**src/rtl/tmr_pkg.sv**
```systemverilog
package tmr_pkg;
  localparam int OCR_OFF    = 0;
  localparam int START_OFF  = 4;
  localparam int WIN0_BASE  = 8;
  localparam int WIN_BYTES  = 12;
  localparam int MAP_BYTES  = 48;
  localparam int MAX_CH     = 3;

  typedef enum logic [1:0] {
    W_RELOAD = 2'd0,
    W_COUNT  = 2'd1,
    W_CTRL   = 2'd2,
    W_NONE   = 2'd3
  } win_word_e;
endpackage

```
**src/rtl/tmr_addr_dec.sv**
```systemverilog
module tmr_addr_dec
  import tmr_pkg::*;
#(
  parameter int NUM_CH  = 3,
  parameter bit HAS_OCR = 1'b1,
  parameter int ADDR_W  = 6
) (
  input  logic [ADDR_W-1:0] addr,
  output logic              sel_ocr,
  output logic              sel_start,
  output logic [NUM_CH-1:0] sel_ch,
  output win_word_e         word,
  output logic              hit
);
  logic [ADDR_W-1:0] wa;
  assign wa = {addr[ADDR_W-1:2], 2'b00};

  always_comb begin
    sel_ch = '0;
    word   = W_NONE;
    for (int i = 0; i < NUM_CH; i++) begin
      if (int'(wa) >= WIN0_BASE + i*WIN_BYTES &&
          int'(wa) <  WIN0_BASE + (i+1)*WIN_BYTES) begin
        sel_ch[i] = 1'b1;
        word      = win_word_e'(2'((int'(wa) - WIN0_BASE - i*WIN_BYTES) / 4));
      end
    end
  end

  assign sel_ocr   = HAS_OCR && (wa == ADDR_W'(OCR_OFF));
  assign sel_start = (wa == ADDR_W'(START_OFF));
  assign hit       = sel_ocr | sel_start | (|sel_ch);
endmodule

```
**src/rtl/tmr_chan.sv**
```systemverilog
module tmr_chan
  import tmr_pkg::*;
#(
  parameter int DATA_W   = 32,
  parameter int PRESCALE = 4
) (
  input  logic              clk,
  input  logic              rst,
  input  logic              run_i,
  input  logic              we_i,
  input  win_word_e         word_i,
  input  logic [DATA_W-1:0] wdata_i,
  output logic [DATA_W-1:0] reload_o,
  output logic [DATA_W-1:0] count_o,
  output logic              ie_o,
  output logic              flag_o,
  output logic              irq_o
);
  localparam int PRE_W = (PRESCALE > 1) ? $clog2(PRESCALE) : 1;

  logic [PRE_W-1:0]  pre_q;
  logic [DATA_W-1:0] reload_q, count_q;
  logic              ie_q, flag_q, irq_q;
  logic              tick, uf;

  assign tick = run_i && (pre_q == PRE_W'(PRESCALE - 1));
  assign uf   = tick && (count_q == '0);

  always_ff @(posedge clk) begin
    if (rst) begin
      pre_q    <= '0;
      reload_q <= '1;
      count_q  <= '1;
      ie_q     <= 1'b0;
      flag_q   <= 1'b0;
      irq_q    <= 1'b0;
    end else begin
      if (!run_i || tick) pre_q <= '0;
      else                pre_q <= pre_q + 1'b1;

      if (tick) count_q <= uf ? reload_q : count_q - 1'b1;
      if (we_i && word_i == W_COUNT)  count_q  <= wdata_i;
      if (we_i && word_i == W_RELOAD) reload_q <= wdata_i;
      if (we_i && word_i == W_CTRL)   ie_q     <= wdata_i[0];

      if (uf)                              flag_q <= 1'b1;
      else if (we_i && word_i == W_CTRL)   flag_q <= flag_q & wdata_i[1];

      irq_q <= flag_q & ie_q;
    end
  end

  assign reload_o = reload_q;
  assign count_o  = count_q;
  assign ie_o     = ie_q;
  assign flag_o   = flag_q;
  assign irq_o    = irq_q;

  assert_stop_holds_count_R5: assert property (@(posedge clk) disable iff (rst)
    (!run_i && !(we_i && word_i == W_COUNT)) |=> $stable(count_q));

  assert_flag_needs_run_R4: assert property (@(posedge clk) disable iff (rst)
    $rose(flag_q) |-> $past(run_i));

  assert_count_load_R10: assert property (@(posedge clk) disable iff (rst)
    (we_i && word_i == W_COUNT) |=> (count_q == $past(wdata_i)));
endmodule

```
**src/rtl/tmr_unit_regs.sv**
```systemverilog
module tmr_unit_regs
  import tmr_pkg::*;
#(
  parameter int NUM_CH   = 3,
  parameter bit HAS_OCR  = 1'b1,
  parameter int DATA_W   = 32,
  parameter int ADDR_W   = 6,
  parameter int PRESCALE = 4
) (
  input  logic              clk,
  input  logic              rst,
  input  logic              bus_re,
  input  logic              bus_we,
  input  logic [ADDR_W-1:0] bus_addr,
  input  logic [DATA_W-1:0] bus_wdata,
  output logic [DATA_W-1:0] bus_rdata,
  output logic              bus_err,
  output logic [NUM_CH-1:0] irq_o
);
  localparam int START_W = MAX_CH;
  localparam logic [START_W-1:0] CH_MASK = START_W'((1 << NUM_CH) - 1);

  logic              sel_ocr, sel_start, dec_hit;
  logic [NUM_CH-1:0] sel_ch;
  win_word_e         word;

  logic [START_W-1:0] start_q;
  logic               ocr_q;
  logic [DATA_W-1:0]  rdata_q, rd_mux;
  logic               err_q, bad;

  logic [DATA_W-1:0] ch_reload [NUM_CH];
  logic [DATA_W-1:0] ch_count  [NUM_CH];
  logic              ch_ie     [NUM_CH];
  logic              ch_flag   [NUM_CH];

  tmr_addr_dec #(.NUM_CH(NUM_CH), .HAS_OCR(HAS_OCR), .ADDR_W(ADDR_W)) u_dec (
    .addr      (bus_addr),
    .sel_ocr   (sel_ocr),
    .sel_start (sel_start),
    .sel_ch    (sel_ch),
    .word      (word),
    .hit       (dec_hit)
  );

  for (genvar i = 0; i < NUM_CH; i++) begin : g_ch
    tmr_chan #(.DATA_W(DATA_W), .PRESCALE(PRESCALE)) u_chan (
      .clk      (clk),
      .rst      (rst),
      .run_i    (start_q[i]),
      .we_i     (bus_we && sel_ch[i]),
      .word_i   (word),
      .wdata_i  (bus_wdata),
      .reload_o (ch_reload[i]),
      .count_o  (ch_count[i]),
      .ie_o     (ch_ie[i]),
      .flag_o   (ch_flag[i]),
      .irq_o    (irq_o[i])
    );
  end

  always_comb begin
    rd_mux = '0;
    if (sel_ocr)   rd_mux = DATA_W'(ocr_q);
    if (sel_start) rd_mux = DATA_W'(start_q);
    for (int i = 0; i < NUM_CH; i++) begin
      if (sel_ch[i]) begin
        case (word)
          W_RELOAD: rd_mux = ch_reload[i];
          W_COUNT:  rd_mux = ch_count[i];
          W_CTRL:   rd_mux = DATA_W'({ch_flag[i], ch_ie[i]});
          default:  rd_mux = '0;
        endcase
      end
    end
  end

  assign bad = ((bus_re || bus_we) && !dec_hit) ||
               (bus_we && sel_start && |(bus_wdata[START_W-1:0] & ~CH_MASK));

  always_ff @(posedge clk) begin
    if (rst) begin
      start_q <= '0;
      ocr_q   <= 1'b0;
      rdata_q <= '0;
      err_q   <= 1'b0;
    end else begin
      if (bus_we && sel_start) start_q <= bus_wdata[START_W-1:0];
      if (bus_we && sel_ocr)   ocr_q   <= bus_wdata[0];
      rdata_q <= bus_re ? rd_mux : '0;
      err_q   <= bad;
    end
  end

  assign bus_rdata = rdata_q;
  assign bus_err   = err_q;

  assert_sel_onehot_R2: assert property (@(posedge clk) disable iff (rst)
    $onehot0({sel_ocr, sel_start, sel_ch}));

  assert_idle_no_err_R9: assert property (@(posedge clk) disable iff (rst)
    !(bus_re || bus_we) |=> !bus_err);

  assert_miss_reads_zero_R9: assert property (@(posedge clk) disable iff (rst)
    (bus_re && !dec_hit) |=> (bus_rdata == '0 && bus_err));

  assert_no_rdata_without_read_R2: assert property (@(posedge clk) disable iff (rst)
    !bus_re |=> (bus_rdata == '0));
endmodule

```
**config.mk**
```make
export PLATFORM = sky130hd
export DESIGN_NAME = tmr_unit_regs
export DESIGN_NICKNAME = d
export VERILOG_FILES = /design/src/rtl/tmr_pkg.sv /design/src/rtl/tmr_addr_dec.sv /design/src/rtl/tmr_chan.sv /design/src/rtl/tmr_unit_regs.sv
export SDC_FILE = /design/constraint.sdc
export NUM_CORES = 1
export LEC_CHECK = 0
export BUFFER_PORTS_ARGS = -buffer_cell sky130_fd_sc_hd__buf_2
export CORE_MARGIN = 1.5
export CORE_UTILIZATION = 25
export DETAILED_ROUTE_END_ITERATION = 10
export PLACE_DENSITY = 0.47
export SETUP_SLACK_MARGIN = 0.15
export SYNTH_ARGS = -nofsm -noshare
export SYNTH_HDL_FRONTEND = slang
export SYNTH_SLANG_ARGS = --single-unit
```
**constraint.sdc**
```tcl
create_clock -name clk -period 8.4 [get_ports clk]
set_input_delay 0.84 -clock clk [delete_from_list [all_inputs] [get_ports clk]]
set_output_delay 0.84 -clock clk [all_outputs]
set_load 0.05 [all_outputs]
```
==> results of run 1 <==
## per-stage QoR
step / hold slack [ns] / utilization [%] / area [sq um] / instances / setup slack (ns)
after detailed placement: 0.4215 / 26.84 / 14080 / 2285 / 3.447
after CTS: 0.4303 / 28.91 / 15160 / 2338 / 4.036
after floorplan: 0.4069 / - / 13240 / 1651 / 5.178
final: 0.4285 / 28.91 / 15160 / 2338 / 3.997
after global placement: 0.4139 / 26.84 / 14080 / 2285 / 3.475
after global routing: 0.4480 / 28.91 / 15160 / 2338 / 3.796
## area by class of cell
type | instances | share of cell area [%]
Multi-Input combinational cell | 1232 | 50.68
Tap cell | 688 | 5.678
Inverter | 20 | 0.5116
Sequential cell | 244 | 32.22
Timing Repair Buffer | 101 | 3.763
Clock buffer | 40 | 5.719
Clock inverter | 13 | 1.436
## critical path: cells and delay by family
kind            cells  cell delay (ns)
simple gates        3             2.12
buf+inv             2             0.82
compound gates      3             0.79
fa+ha+maj           1             0.24
## placed cells by master, fill, tap and decap left out, types with 6 or more instances in the layout
cell,synthesis,layout
buf_2,13,75
nor2_1,90,85
a31oi_1,18,18
a21oi_1,45,45
nand2b_1,6,6
nor4_1,25,25
a211oi_1,32,32
nand2_1,177,177
o21ai_0,133,132
or4_1,13,13
buf_4,4,26
a221oi_1,30,30
bufinv_16,0,6
xnor2_1,24,24
a22oi_1,61,61
ha_1,9,9
inv_1,19,18
o221ai_1,14,14
or3_1,22,22
and3_1,42,42
clkbuf_8,0,10
mux2i_1,48,48
o221a_2,30,30
nand4_1,28,28
clkinv_2,0,6
nor3_1,80,80
dfxtp_1,244,244
xor2_1,38,38
o211ai_1,35,35
a211o_1,7,7
clkbuf_16,0,29
nand3_1,125,125
## worst min path at each step
stage / startpoint / end / slack [ns] / cells after the start
floorplan: g_ch[0].u_chan.pre_q[0] / g_ch[0].u_chan.pre_q[0] / 0.41 / 1
global placement: g_ch[1].u_chan.pre_q[0] / g_ch[1].u_chan.pre_q[0] / 0.41 / 1
detailed placement: g_ch[2].u_chan.pre_q[0] / g_ch[2].u_chan.pre_q[0] / 0.42 / 1
CTS: g_ch[2].u_chan.pre_q[0] / g_ch[2].u_chan.pre_q[0] / 0.43 / 1
global route: g_ch[2].u_chan.pre_q[0] / g_ch[2].u_chan.pre_q[0] / 0.45 / 1
finish: g_ch[2].u_chan.pre_q[0] / g_ch[2].u_chan.pre_q[0] / 0.43 / 1
## sequential cells by signal, indices dropped and copies added, names as in the netlist
signal,cells
bus_rdata,32
bus_err,1
g_ch.u_chan.reload_o,96
g_ch.u_chan.count_o,96
g_ch.u_chan.ie_o,3
g_ch.u_chan.irq_o,3
g_ch.u_chan.pre_q,6
ocr_q,1
start_q,3
g_ch.u_chan.flag_o,3
## routing by layer
| metal | share of wire, % | vias to the layer above | GRT usage (%) |
|---|---|---|---|
| met2 | 45 | 499 | 29.39 |
| li1 | - | 6145 | - |
| met4 | 1.8 | 6 | 4.617 |
| met5 | 0.058 | - | 0 |
| met1 | 46 | 6397 | 25.71 |
| met3 | 7.0 | 81 | 3.418 |
## cell usage after synthesis (5+ instances only)
master,count
xnor2_1,24
o21ai_0,133
nor3_1,80
inv_1,19
and3_1,42
a211o_1,7
nand3_1,125
a31oi_1,18
clkbuf_1,128
or2_2,5
buf_2,13
o211ai_1,35
or3_1,22
buf_6,5
nor2_1,90
a21oi_1,45
o221a_2,30
nand2_1,177
mux2i_1,48
dfxtp_1,244
a22oi_1,61
ha_1,9
a211oi_1,32
nand4_1,28
buf_1,5
nand2b_1,6
o221ai_1,14
xor2_1,38
nor4_1,25
or4_1,13
a221oi_1,30
## logic make-up after synthesis
logic type               count (synthesis)  share of synthesized area (%)
multiplexers                            48                          3.629
buffers and inverters                  175                          5.481
AO/OA/AOI/OAI                          464                          24.60
AND/OR/NAND/NOR                        649                          24.45
flip-flops                             244                          36.89
adder cells (fa/ha/maj)                  9                         0.8505
XOR/XNOR                                62                          4.101
## power by group through the flow
stage	registers, uW	logic, uW	clock network, uW
floorplan	1250	165	0
global placement	1230	305	0
detailed placement	1230	308	0
CTS	1200	308	1460
global route	1210	331	1500
finish	1200	312	1430
==> out/qor.csv, run 1 <==
stage,metric,value,unit
critical_path,critPathCaptureType,flop,
route,via_count,13130,
floorplanning,dieArea,54350,sq um
cts,path_clk_slew,0.06,ns
critical_path,criticalPathCategory,in -> reg,
timing,tns,0,ns
floorplanning,die_y,233.1,microns
timing,hold_viol,0,
power,switching_share,26.29,%
floorplanning,ioPinCount,78,
timing,relSlewSlack,24.59,%
global_routing,grt_pass1_wl,78160,microns
cells_and_area,register_area,4885,sq um
synth,syn_area_per_cell,8.020,sq um
floorplanning,start_util,25.25,%
route,wire_per_inst,22.27,microns
timing,period_minus_slack,4.403,ns
floorplanning,core,52450,sq um
route,viasPerCell,5.615,
cts,tritoncts,yes,
critical_path,crit_path_max_incr_delay,0.77,ns
synth,syn-instance-count,1651,
global_routing,grt_start_max_net_pins,72,
timing,tightest_slew,1.127,ns
synth,synthDistinctLibCells,80,
flow_run,drv_cap,0,
power,clkPwrFrac,48.5,%
cells_and_area,nets,1679,
cts,clock_latency,0.57,ns
route,dr.pass1.iters,5,
power,p_int,2172,uW
placement,dp_hpwl,33590,microns
critical_path,rrSetupSlack,4.91,ns
timing,rsz0062_at_grt,false,
timing,final_max_slew_viol_count,0,
cts,post_cts_resized,0,
route,detail_route.iter0.violations,1359,
synth,netlist_top_cells_area,"dfxtp_1 37%, o21ai_0 5.0%, nand2_1 5.0%, nand3_1 4.7%, mux2i_1 3.6%",
cells_and_area,syn_to_final_growth,14.51,%
synth,synth_nets,1702,
cts,cts_buffer_depth,3,
cells_and_area,fill_cells,5580,
critical_path,r2r_cells,7,
timing,maxClockFrequency,227.1,MHz
placement,gp_congestion,0.8428,
power,pwr-share-comb,10.6,%
cts,cts_sinks,244,
route,route.antenna.remaining_nets,0,
cts,numCtsBuffers,29,
floorplanning,placementRows,84,
power,switching_power,774.8,uW
synth,yosysSeqAreaShare,36.89,%
route,drc,0,
synth,synth_edf_count,0,
cells_and_area,n_antenna_cell,0,
global_routing,antenna_found_initial,3,
synth,synth_top_area_share,36.89,%
synth,yosys_register_bits,244,
cts,cts_setup_buffers,0,
floorplanning,die_x,233.1,microns
critical_path,worst-path-max-fanout,63,
cells_and_area,multi_input_area,7684,sq um
power,vdd_drop_max,0.1505,mV
global_routing,grt_use_total,18.53,%
cts,htree_levels,1,
power,pwr-share-seq,40.9,%
synth,syn_area,13240,sq um
status,status,"finished, final reports clean",
cells_and_area,drive_gt1_share,13.03,%
route,drt_wl_total,52060,microns
critical_path,cp_data_required_time,8.85,ns
critical_path,r2r-end,g_ch[1].u_chan.count_o[18],
timing,fin_skew,0.01160,ns
worst_hold_path,hold_class,reg -> reg,
power,p_total,2947,uW
synth,synthFlopType,dfxtp_1,
critical_path,cp_slowest_cell,nand3_1,
critical_path,worstSetupEndpoint,g_ch[0].u_chan.count_o[30],
synth,async_flop_share,0,%
synth,synth_top_area_cell,dfxtp_1,
cts,cts-root-buf,clkbuf_16,
synth,yosysWarnings,0,
timing,setup_viol,0,
placement,io_buffer_count,75,
power,powerDensity,194.4,nW/um^2
timing,finalCritPeriodShare,52.42,%
critical_path,r2r_start,g_ch[1].u_chan.count_o[19],
critical_path,arrival,4.85,ns
critical_path,critPathLaunch,bus_addr[2],
global_routing,grt_pass1_vias,12330,
critical_path,start_kind,input port,
power,p_leak,0.005141,uW
cts,cts_hold_buf,0,
critical_path,worstPathCellList,"buf_2, ha_1, or3b_2, nor3_1, o31a_2, buf_4, nand3_1, o221ai_1, o22ai_1",
global_routing,gr-total-overflow,0,
Power figures use the tool's default switching activity.
==> inputs of run 2 (changes only) <==
==> constraint.sdc (replaced) <==
create_clock -name clk -period 4.18 [get_ports clk]
set_input_delay 0.418 -clock clk [delete_from_list [all_inputs] [get_ports clk]]
set_output_delay 0.418 -clock clk [all_outputs]
set_load 0.05 [all_outputs]
==> run 2 against run 1 <==
Effect of this change:
- via count rose by 1.3%
- combinational power increased by 110%
- cell count rose by 1.2%
- core utilization grew 0.34 points
- critical endpoint is now g_ch[0].u_chan.count_o[22]
==> out/qor.csv, run 2 (synthesis results as in run 1) <==
stage,metric,value,unit
status,status,"finished, final reports clean",
cts,tritoncts,yes,
global_routing,grt_use_total,18.70,%
timing,final_max_slew_viol_count,0,
critical_path,worstPathCellList,"inv_1, ha_1, or4b_4, or3_1, or4_4, nor2_2, nor4_1, o32a_1",
cells_and_area,final_common_cell,dfxtp_1,
timing,relSlewSlack,27.71,%
power,powerDensity,376.1,nW/um^2
placement,gp_congestion,0.8834,
critical_path,rrSetupSlack,0.95,ns
route,wire_per_inst,22.07,microns
critical_path,cpLargestDelayFamily,simple AND/OR/NAND/NOR gates,
cts,cts_sinks,244,
floorplanning,start_util,25.25,%
cts,numCtsBuffers,29,
route,viasPerCell,5.620,
route,dr.pass1.iters,8,
cells_and_area,layout.cells.non_filler,2367,
cts,post_cts_resized,0,
route,route.antenna.remaining_nets,0,
critical_path,worstSetupPathDepth,8,
timing,tns,0,ns
timing,tightest_slew,1.084,ns
global_routing,grt_pass1_wl,79220,microns
route,drt_wl_total,52230,microns
critical_path,arrival,3.68,ns
global_routing,gr-total-overflow,0,
critical_path,critPathCaptureType,flop,
timing,fin_skew,0.02357,ns
floorplanning,die_x,233.1,microns
critical_path,cp_num_buf_inv,1,
critical_path,criticalPathCategory,reg -> reg,
global_routing,antenna_found_initial,7,
cts,cts_buffer_depth,3,
cts,htree_levels,1,
cells_and_area,nets,1709,
flow_run,drv_cap,0,
placement,io_buffer_count,75,
route,drc,0,
placement,dp.cells,2315,
timing,maxClockFrequency,309.8,MHz
cells_and_area,fin_util,29.25,%
route,via_count,13300,
global_routing,grt_pass1_vias,12440,
worst_hold_path,hold_class,in -> reg,
timing,setup_viol,0,
floorplanning,dieArea,54350,sq um
cts,cts_hold_buf,0,
worst_hold_path,holdPathStages,3,
floorplanning,ioPinCount,78,
timing,hold_viol,0,
cts,cts-root-buf,clkbuf_16,
power,p_leak,0.005256,uW
timing,finalCritPeriodShare,77.23,%
timing,period_minus_slack,3.228,ns
critical_path,cp_slowest_cell,or4_4,
cts,path_clk_slew,0.07,ns
route,detail_route.iter0.violations,1362,
critical_path,r2r_cells,8,
cts,cts_setup_buffers,0,
floorplanning,core,52450,sq um
critical_path,start_kind,flop,
critical_path,crit_path_max_incr_delay,0.76,ns
floorplanning,die_y,233.1,microns
floorplanning,placementRows,84,
cells_and_area,drive_gt1_share,14.18,%
power,vdd_drop_max,0.2891,mV
timing,rsz0062_at_grt,false,
global_routing,grt_start_max_net_pins,62,
placement,dp_hpwl,35280,microns
cts,clock_latency,0.57,ns
critical_path,worst-path-max-fanout,27,
critical_path,cp_data_required_time,4.64,ns
cells_and_area,layout_common_cells,"244 x dfxtp_1, 177 x nand2_1, 132 x o21ai_0",
timing,fin_hold_ws,0.1648,ns
cells_and_area,syn_to_final_growth,15.85,%
-- run 2: cell type report --
class / instances / area (sq um)
clock buffer: 42 / 854.6
tap: 688 / 860.8
fill: 5559 / 37110
antenna: 1 / 2.502
multi-input combinational: 1232 / 7676
inverter: 20 / 77.57
timing repair buffer: 131 / 833.3
sequential: 244 / 4885
clock inverter: 9 / 148.9
-- run 2: power by group --
group	total (uW)	switching [uW]	internal, uW
sequential	2420	45.7	2380
clock	2700	1050	1650
combinational	641	441	199
total	5770	1540	4230
-- run 2: worst reg2reg max path, delay by kind of cell (launching register included) --
family                   cells  cell delay [ns]
AO/OA/AOI/OAI                1             0.33
adder cells (fa/ha/maj)      1             0.24
buffers and inverters        1             0.17
flip-flops                   1             0.34
AND/OR/NAND/NOR              5             2.05
-- run 2: final timing paths --
path | from | endpoint
worst max-delay path | g_ch[0].u_chan.count_o[0] | g_ch[0].u_chan.count_o[22]
worst min-delay path | bus_re | bus_err
worst max register to register | g_ch[0].u_chan.count_o[0] | g_ch[0].u_chan.count_o[22]
worst min register to register | g_ch[0].u_chan.pre_q[0] | g_ch[0].u_chan.pre_q[0]
-- run 2: through the flow --
stage | cell area, sq um | setup slack, ns | total power, uW
6_report | 15340 | 0.9517 | 5769
5_1_grt | 15340 | 0.7735 | 5950
4_1_cts | 15340 | 0.9555 | 5807
3_5_place_dp | 14330 | 0.7172 | 3106
3_3_place_gp | 14330 | 0.7193 | 3099
2_1_floorplan | 13240 | 1.380 | 2839
-- run 2: per-layer routing --
metal | up-vias | global-route usage (%) | share of wire [%]
met5 | - | 0 | 0.12
met2 | 460 | 30.17 | 46
met4 | 12 | 4.677 | 2.1
met1 | 6525 | 25.96 | 45
met3 | 91 | 2.771 | 6.5
li1 | 6214 | - | -
